File: config.mk
export PLATFORM = sky130hd
export DESIGN_NAME = sef_lof_monitor
export DESIGN_NICKNAME = d
export VERILOG_FILES = /design/src/rtl/sef_lof_pkg.sv /design/src/rtl/align_fsm.sv /design/src/rtl/defect_irq.sv /design/src/rtl/sef_lof_monitor.sv
export SDC_FILE = /design/constraint.sdc
export NUM_CORES = 1
export LEC_CHECK = 0
export BUFFER_PORTS_ARGS = -buffer_cell sky130_fd_sc_hd__buf_2
export CORE_MARGIN = 2
export CORE_UTILIZATION = 46
export CTS_BUF_LIST = sky130_fd_sc_hd__clkbuf_8 sky130_fd_sc_hd__clkbuf_16
export CTS_CLUSTER_SIZE = 20
export DETAILED_ROUTE_END_ITERATION = 12
export PLACE_DENSITY = 0.86
export SYNTH_ARGS = -nofsm -noshare
export SYNTH_HDL_FRONTEND = slang
export SYNTH_HIERARCHICAL = 1
export SYNTH_SLANG_ARGS = --single-unit
File: constraint.sdc
create_clock -name clk -period 6.1 [get_ports clk]
set_input_delay 1.83 -clock clk [delete_from_list [all_inputs] [get_ports clk]]
set_output_delay 1.83 -clock clk [all_outputs]
set_load 0.03 [all_outputs]
File: src/rtl/sef_lof_pkg.sv
package sef_lof_pkg;

  localparam int THR_W  = 4;
  localparam int DATA_W = 8;
  localparam int ADDR_W = 2;

  localparam logic [ADDR_W-1:0] ADDR_STAT = 2'd0;
  localparam logic [ADDR_W-1:0] ADDR_INT  = 2'd1;
  localparam logic [ADDR_W-1:0] ADDR_THR  = 2'd2;

  // Bit positions inside the status and interrupt registers
  localparam int BIT_SEF = 1;
  localparam int BIT_LOF = 2;

  typedef enum logic [1:0] {
    ST_HUNT   = 2'd0,   // SEF=1 LOF=1
    ST_VERIFY = 2'd1,   // SEF=0 LOF=1
    ST_SYNC   = 2'd2    // SEF=0 LOF=0
  } align_st_e;

  // A zero threshold behaves as one frame
  function automatic logic [THR_W-1:0] eff_thresh(input logic [THR_W-1:0] thr);
    return (thr == '0) ? THR_W'(1) : thr;
  endfunction

  // True when one more clean frame completes the run
  function automatic logic run_done(input logic [THR_W-1:0] cnt,
                                    input logic [THR_W-1:0] thr);
    logic [THR_W:0] nxt;
    nxt = {1'b0, cnt} + (THR_W+1)'(1);
    return nxt >= {1'b0, eff_thresh(thr)};
  endfunction

endpackage

File: src/rtl/align_fsm.sv
module align_fsm
  import sef_lof_pkg::*;
(
  input  logic             clk,
  input  logic             rst_n,
  input  logic             frame_tick,
  input  logic             in_frame,
  input  logic             frame_ok,
  input  logic [THR_W-1:0] thresh,
  output logic             sef,
  output logic             lof,
  output logic             sef_chg,
  output logic             lof_chg
);

  align_st_e        st_q, st_d;
  logic [THR_W-1:0] cnt_q, cnt_d;

  always_comb begin
    st_d  = st_q;
    cnt_d = cnt_q;
    if (frame_tick) begin
      unique case (st_q)
        ST_HUNT: begin
          if (in_frame) begin
            st_d  = ST_VERIFY;
            cnt_d = '0;
          end
        end
        ST_VERIFY: begin
          if (!in_frame) begin
            st_d = ST_HUNT;
          end else if (!frame_ok) begin
            cnt_d = '0;
          end else if (run_done(cnt_q, thresh)) begin
            st_d  = ST_SYNC;
            cnt_d = '0;
          end else begin
            cnt_d = cnt_q + THR_W'(1);
          end
        end
        ST_SYNC: begin
          if (!in_frame) st_d = ST_HUNT;
        end
        default: st_d = ST_HUNT;
      endcase
    end
  end

  always_ff @(posedge clk) begin
    if (!rst_n) begin
      st_q  <= ST_HUNT;
      cnt_q <= '0;
    end else begin
      st_q  <= st_d;
      cnt_q <= cnt_d;
    end
  end

  assign sef     = (st_q == ST_HUNT);
  assign lof     = (st_q != ST_SYNC);
  assign sef_chg = (st_d == ST_HUNT) != (st_q == ST_HUNT);
  assign lof_chg = (st_d != ST_SYNC) != (st_q != ST_SYNC);

endmodule

File: src/rtl/defect_irq.sv
module defect_irq #(
  parameter int N_SRC = 2
) (
  input  logic             clk,
  input  logic             rst_n,
  input  logic [N_SRC-1:0] evt,
  input  logic             clr,
  output logic [N_SRC-1:0] pend,
  output logic             irq_n
);

  logic [N_SRC-1:0] pend_d;

  // Clear first, then add new events so a same-cycle event survives
  assign pend_d = (clr ? '0 : pend) | evt;

  always_ff @(posedge clk) begin
    if (!rst_n) begin
      pend  <= '0;
      irq_n <= 1'b1;
    end else begin
      pend  <= pend_d;
      irq_n <= ~|pend_d;
    end
  end

endmodule

File: src/rtl/sef_lof_monitor.sv
module sef_lof_monitor
  import sef_lof_pkg::*;
#(
  parameter logic [3:0] RST_THR = 4'd4
) (
  input  logic        clk,
  input  logic        rst_n,
  input  logic        frame_tick,
  input  logic        in_frame,
  input  logic        frame_ok,
  input  logic        los_in,
  input  logic [4:0]  aux_defects,
  input  logic        reg_wr,
  input  logic        reg_rd,
  input  logic [1:0]  reg_addr,
  input  logic [7:0]  reg_wdata,
  output logic [7:0]  reg_rdata,
  output logic        irq_n
);

  localparam int N_SRC = 2;

  logic [THR_W-1:0] thr_q;
  logic             sef, lof, sef_chg, lof_chg;
  logic [N_SRC-1:0] pend;
  logic             int_clr;

  always_ff @(posedge clk) begin
    if (!rst_n)                              thr_q <= RST_THR;
    else if (reg_wr && reg_addr == ADDR_THR) thr_q <= reg_wdata[THR_W-1:0];
  end

  assign int_clr = reg_rd && (reg_addr == ADDR_INT);

  align_fsm u_fsm (
    .clk(clk), .rst_n(rst_n), .frame_tick(frame_tick), .in_frame(in_frame),
    .frame_ok(frame_ok), .thresh(thr_q), .sef(sef), .lof(lof),
    .sef_chg(sef_chg), .lof_chg(lof_chg)
  );

  defect_irq #(.N_SRC(N_SRC)) u_irq (
    .clk(clk), .rst_n(rst_n), .evt({lof_chg, sef_chg}), .clr(int_clr),
    .pend(pend), .irq_n(irq_n)
  );

  always_comb begin
    reg_rdata = '0;
    unique case (reg_addr)
      ADDR_STAT: begin
        reg_rdata[0]       = los_in;
        reg_rdata[BIT_SEF] = sef;
        reg_rdata[BIT_LOF] = lof;
        reg_rdata[7:3]     = aux_defects;
      end
      ADDR_INT: begin
        reg_rdata[BIT_SEF] = pend[0];
        reg_rdata[BIT_LOF] = pend[1];
      end
      ADDR_THR: reg_rdata[THR_W-1:0] = thr_q;
      default:  reg_rdata = '0;
    endcase
  end

endmodule

==> results of run 1 <==
==> per-layer routing <==
| layer | GRT usage [%] | share of wire, % | vias up |
|---|---|---|---|
| met5 | 0 | 0 | - |
| met4 | 7.57 | 1.1 | 0 |
| met3 | 6.79 | 4.7 | 2 |
| met2 | 31.4 | 48 | 16 |
| met1 | 18.5 | 47 | 359 |
| li1 | - | - | 406 |
==> cells in the final DEF (no fill, tap or decap), types with 4 or more instances in the layout <==
cell	synthesis	final
nor2b_1	5	5
nor2_1	4	4
ha_1	5	5
inv_1	8	9
buf_2	1	27
and2_1	5	5
nand2_1	9	9
dfxtp_1	13	13
mux2i_1	7	7
==> report_power, final <==
group,internal [µW],switching [µW]
Clock,44.5,32.5
Sequential,87.6,2.21
Combinational,15.3,20.7
==> state kept, by name (all words and copies together) (netlist names) <==
signal       count
u_irq/pend       2
thr_q            4
u_fsm/st_q       2
u_irq/irq_n      1
u_fsm/cnt_q      4
==> area by class of cell <==
| type | instances | area share, % |
|---|---|---|
| inverter | 8 | 2.80 |
| tap | 25 | 2.92 |
| sequential | 13 | 24.3 |
| clock buffer | 3 | 3.86 |
| timing repair buffer | 27 | 12.6 |
| multi-input combinational | 74 | 53.2 |
| clock inverter | 1 | 0.350 |
==> through the flow <==
step | total power [µW] | util, % | worst slack, ns | cell area [µm²]
after floorplan | 115 | - | 1.66 | 876
after global placement | 126 | 58.2 | 1.77 | 1030
after detailed placement | 128 | 58.2 | 1.74 | 1030
after CTS | 206 | 60.7 | 1.74 | 1070
after global routing | 212 | 60.7 | 1.67 | 1070
final | 203 | 60.7 | 1.75 | 1070
==> path summary, 6_finish.rpt <==
path | endpoint | slack (ns) | cells after the start
min reg2reg | thr_q[3] | 0.48 | 2
max | reg_rdata[1] | 1.75 | 4
max reg2reg | u_irq/irq_n | 3.95 | 8
min | thr_q[3] | 0.48 | 2
==> critical path, delay by kind of cell <==
family                 cells  cell delay, ns
AOI/OAI and AO/OA          1            0.13
buffers and inverters      2            0.35
and+or+nand+nor            1            0.21
==> kinds of logic (layout without fill, tap and decap cells) <==
logic type / count (synthesis) / after routing / share of synthesized area, %
AND/OR/NAND/NOR: 35 / 35 / 22.9
AO/OA/AOI/OAI: 25 / 25 / 25.0
buffers and inverters: 10 / 39 / 5.29
flip-flops: 13 / 13 / 29.7
adder cells (fa/ha/maj): 5 / 5 / 7.14
XOR/XNOR: 2 / 2 / 2.00
multiplexers: 7 / 7 / 8.00
==> flow_metrics.py, run 1 <==
metrics = {
    "run_status": {
        "status": "finished, final reports clean",
    },
    "drt": {
        "vias": 783,
        "wire_per_inst_um": 11.9,
        "drcViolationCount": 0,
        "drt_iter0_drc": 16,
        "routed_wl_um": 1800,
        "ant_nets": 0,
        "via_per_inst": 5.19,
        "dr.pass1.iters": 4,
    },
    "critical_path": {
        "criticalPathCategory": "input pin to output pin",
        "path_cells": "buf_2, nor2b_1, o2bb2ai_1, buf_2",
        "cpMostUsedCell": "buf_2",
        "max_stage_delay_ns": 0.21,
        "critPathLaunch": "reg_addr[0]",
        "cp.arrival_ns": 2.52,
        "critPathLaunchType": "input pin",
        "critPathSlowestCell": "nor2b_1",
        "cp_max_fo": 8,
        "crit_path_end_kind": "output pin",
        "r2r_start": "thr_q[2]",
        "cp_data_required_time_ns": 4.27,
    },
    "floorplan": {
        "die-area_um2": 2270,
        "die_w_um": 47.6,
        "placementRows": 15,
        "die_h_um": 47.6,
        "num_io_pins": 32,
        "core_area_um2": 1760,
        "start_util_pct": 49.6,
    },
    "final_layout": {
        "final_cells": 151,
        "multi_input_area_um2": 569,
        "area_growth_pct": 22.3,
        "seq_area_um2": 260,
        "n_antenna_cell": 0,
        "layout-drive-gt1-share_pct": 30.2,
        "fill_cells": 169,
        "finalNetCount": 155,
    },
    "grt": {
        "antenna_found_initial": 0,
        "grt_pass1_vias": 680,
        "grt_max_degree": 15,
        "grt.total_usage_pct": 17.6,
        "overflow": 0,
        "grt_pass1_wl_um": 2750,
    },
    "yosys": {
        "synth.area.top_cells": "dfxtp_1 (30%), mux2i_1 (8.0%), ha_1 (7.1%)",
        "synthArstFlopShare_pct": 0,
        "synth_most_common_cell": "dfxtp_1",
        "synth-seq-area-share_pct": 29.7,
        "ys.flop_type": "dfxtp_1",
        "synth_top_cell_area_share_pct": 29.7,
        "syn_area_um2": 876,
        "synth_nets": 125,
        "avgSynthCellArea_um2": 9.03,
        "syn_inst": 97,
        "synth_top_area_cell": "dfxtp_1",
        "ys_types": 37,
        "ys_warn_count": 6,
        "synth_edf_count": 0,
        "synth_seq_cells": 13,
        "synth_common_cells": "dfxtp_1 (13), nand2_1 (9), inv_1 (8)",
    },
    "timing": {
        "period_needed_ns": 4.35,
        "drv_slew": 0,
        "hold_violations": 0,
        "worst_pin_slew_ns": 0.562,
        "final.setup.tns_ns": 0,
        "final.setup_skew_ns": 0.00444,
        "whs_ns": 0.480,
        "max_freq_ghz": 0.230,
        "min_period_over_period_pct": 71.4,
        "max_slew_margin_pct": 62.2,
        "setup_violations": 0,
        "rsz0062_at_grt": "false",
    },
    "placement": {
        "dp_hpwl_um": 1370,
        "portBuffers": 27,
        "gp_congestion": 0.797,
        "dp.cells": 147,
    },
    "power_and_ir_drop": {
        "power.density_nw_per_um2": 189,
        "vdd_drop_max_uv": 121,
        "p_leak_uw": 0.000504,
    },
    "clock_tree": {
        "cts_tree": "built",
        "htreeDepth": 1,
        "cts_resized": 0,
        "post-cts-setup-buffer-count": 0,
        "insertion_delay_ns": 0.25,
        "clkSinkCount": 13,
        "cts.path.max_buffers": 2,
        "cts_inserted_buffers": 3,
        "clkTransAtPathRegs_ns": 0.05,
        "root_buffer": "clkbuf_8",
        "cts_hold_buf": 0,
    },
    "worst_hold_path": {
        "hp-start": "thr_q[3]",
        "min_path_type": "flip-flop to flip-flop",
    },
    "flow_run": {
        "maxCapViolCount": 0,
    },
}
(Power assumes the default switching activity.)
==> run 2: changes to the inputs <==
--- a/config.mk
+++ b/config.mk
@@ -5,13 +5,14 @@
 export SDC_FILE = /design/constraint.sdc
 export NUM_CORES = 1
 export LEC_CHECK = 0
+export ABC_AREA = 1
 export BUFFER_PORTS_ARGS = -buffer_cell sky130_fd_sc_hd__buf_2
 export CORE_MARGIN = 2
 export CORE_UTILIZATION = 46
 export CTS_BUF_LIST = sky130_fd_sc_hd__clkbuf_8 sky130_fd_sc_hd__clkbuf_16
 export CTS_CLUSTER_SIZE = 20
 export DETAILED_ROUTE_END_ITERATION = 12
-export PLACE_DENSITY = 0.86
+export PLACE_DENSITY = 0.87
 export SYNTH_ARGS = -nofsm -noshare
 export SYNTH_HDL_FRONTEND = slang
 export SYNTH_HIERARCHICAL = 1
==> constraint.sdc (replaced) <==
create_clock -name clk -period 4.4 [get_ports clk]
set_input_delay 1.32 -clock clk [delete_from_list [all_inputs] [get_ports clk]]
set_output_delay 1.32 -clock clk [all_outputs]
set_load 0.03 [all_outputs]
==> flow_metrics.py, run 2 <==
metrics = {
    "placement": {
        "portBuffers": 27,
        "dp_hpwl_um": 1560,
        "dp.cells": 183,
        "gp_congestion": 0.848,
    },
    "yosys": {
        "syn_area_um2": 847,
        "ys_warn_count": 6,
        "synth_seq_cells": 13,
        "synth_common_cells": "nand2_1 (34), inv_1 (29), nor2_1 (18)",
        "synth_most_common_cell": "nand2_1",
        "synth.area.top_cells": "dfxtp_1 (31%), nand2_1 (15%), inv_1 (13%)",
        "synth_top_area_cell": "dfxtp_1",
        "synth_nets": 159,
        "synthArstFlopShare_pct": 0,
        "ys_types": 19,
        "avgSynthCellArea_um2": 6.47,
        "synth_edf_count": 0,
        "synth_top_cell_area_share_pct": 30.7,
        "syn_inst": 131,
        "synth-seq-area-share_pct": 30.7,
        "ys.flop_type": "dfxtp_1",
    },
    "drt": {
        "wire_per_inst_um": 10.0,
        "dr.pass1.iters": 4,
        "vias": 871,
        "ant_nets": 0,
        "drt_iter0_drc": 13,
        "drcViolationCount": 0,
        "via_per_inst": 4.66,
        "routed_wl_um": 1870,
    },
    "final_layout": {
        "area_growth_pct": 25.0,
        "top_regs": "thr_q: 4 flops, u_fsm/cnt_q: 4 flops",
        "n_antenna_cell": 0,
        "post-route-util_pct": 61.3,
        "fill_cells": 164,
        "mostFrequentLayoutCell": "nand2_1",
        "layout-drive-gt1-share_pct": 24.1,
        "finalNetCount": 191,
        "final_cells": 187,
        "final_cell_mix": "nand2_1 (34), inv_1 (30), buf_2 (27), nor2_1 (18), dfxtp_1 (13)",
    },
    "critical_path": {
        "cp.arrival_ns": 2.20,
        "r2r_start": "u_fsm/cnt_q[0]",
        "regToRegSetupSlack_ns": 2.27,
        "critPathSlowestCell": "nor2_1",
        "max_stage_delay_ns": 0.30,
        "critPathLaunch": "reg_addr[0]",
        "r2r_end": "u_irq/irq_n",
        "criticalPathCategory": "input pin to output pin",
        "rr_worst_depth": 15,
        "crit_end": "reg_rdata[4]",
        "cp_max_fo": 6,
        "critPathLaunchType": "input pin",
        "cp_data_required_time_ns": 3.08,
        "crit_path_end_kind": "output pin",
        "path_cells": "buf_2, nor2_1, inv_1, nor2_1, buf_2",
    },
    "timing": {
        "final.setup_skew_ns": 0.00123,
        "hold_violations": 0,
        "rsz0062_at_grt": "false",
        "whs_ns": 0.495,
        "max_freq_ghz": 0.284,
        "drv_slew": 0,
        "period_needed_ns": 3.52,
        "final.setup.tns_ns": 0,
        "max_slew_margin_pct": 77.2,
        "setup_violations": 0,
        "min_period_over_period_pct": 79.9,
        "worst_pin_slew_ns": 0.341,
    },
    "power_and_ir_drop": {
        "power.density_nw_per_um2": 268,
        "p_leak_uw": 0.000598,
        "vdd_drop_max_uv": 136,
        "power_uw": 283,
    },
    "clock_tree": {
        "clkTransAtPathRegs_ns": 0.05,
        "cts_hold_buf": 0,
        "clkSinkCount": 13,
        "htreeDepth": 1,
        "cts_inserted_buffers": 3,
        "cts.path.max_buffers": 2,
        "post-cts-setup-buffer-count": 0,
        "insertion_delay_ns": 0.24,
        "root_buffer": "clkbuf_8",
        "cts_resized": 0,
        "cts_tree": "built",
    },
    "floorplan": {
        "die_h_um": 46.9,
        "core_area_um2": 1730,
        "die_w_um": 46.9,
        "start_util_pct": 49.1,
        "die-area_um2": 2200,
        "placementRows": 15,
        "num_io_pins": 32,
    },
    "worst_hold_path": {
        "min_path_type": "flip-flop to flip-flop",
    },
    "grt": {
        "antenna_found_initial": 0,
        "grt_pass1_wl_um": 3140,
        "overflow": 0,
        "grt.total_usage_pct": 19.8,
        "grt_max_degree": 9,
        "grt_pass1_vias": 814,
    },
    "run_status": {
        "status": "finished, final reports clean",
    },
    "flow_run": {
        "maxCapViolCount": 0,
    },
}
## run 2: logic make-up after synthesis
family,synth area share (%)
xor gates and xnor gates,2.07
AOI/OAI and AO/OA,10.3
DFF,30.7
buffers and inverters,12.9
and+or+nand+nor,36.6
adders and majority gates,7.39
## run 2: critical path: cells and delay by family
| kind | cells | cell delay (ns) |
|---|---|---|
| buffers and inverters | 3 | 0.47 |
| and+or+nand+nor | 2 | 0.41 |
## run 2: area by class of cell
cell class	count	area [µm²]	area share [%]
Multi-Input combinational cell	89	478	45.2
Tap cell	25	31.3	2.96
Clock inverter	1	3.75	0.355
Timing Repair Buffer	27	135	12.8
Clock buffer	3	41.3	3.90
Sequential cell	13	260	24.6
Inverter	29	109	10.3
## run 2: worst min-delay path by stage
stage / startpoint / endpoint / cells after the start
final: thr_q[2] / thr_q[2] / 2
after global routing: thr_q[2] / thr_q[2] / 2
after CTS: thr_q[2] / thr_q[2] / 2
after detailed placement: thr_q[2] / thr_q[2] / 2
after global placement: u_fsm/cnt_q[1] / u_fsm/cnt_q[1] / 2
after floorplan: u_fsm/cnt_q[1] / u_fsm/cnt_q[1] / 2
## run 2: metrics by stage
stage	setup WS, ns	instance area (µm²)
floorplan	0.945	847
global placement	0.943	1010
detailed placement	0.903	1010
CTS	0.900	1060
global route	0.805	1060
finish	0.883	1060
## run 2: per-layer routing
layer	track usage (%)	vias to the layer above	wire, µm
met3	4.23	4	72
li1	-	463	-
met2	34.0	20	945
met4	11.1	0	35
met5	0	-	0
met1	22.8	384	818
## run 2: where the power goes
group	total [µW]	internal (µW)	switching, µW
registers	125	122	2.50
logic	55.6	19.9	35.6
clock network	103	61.6	41.7
total	283	204	79.8
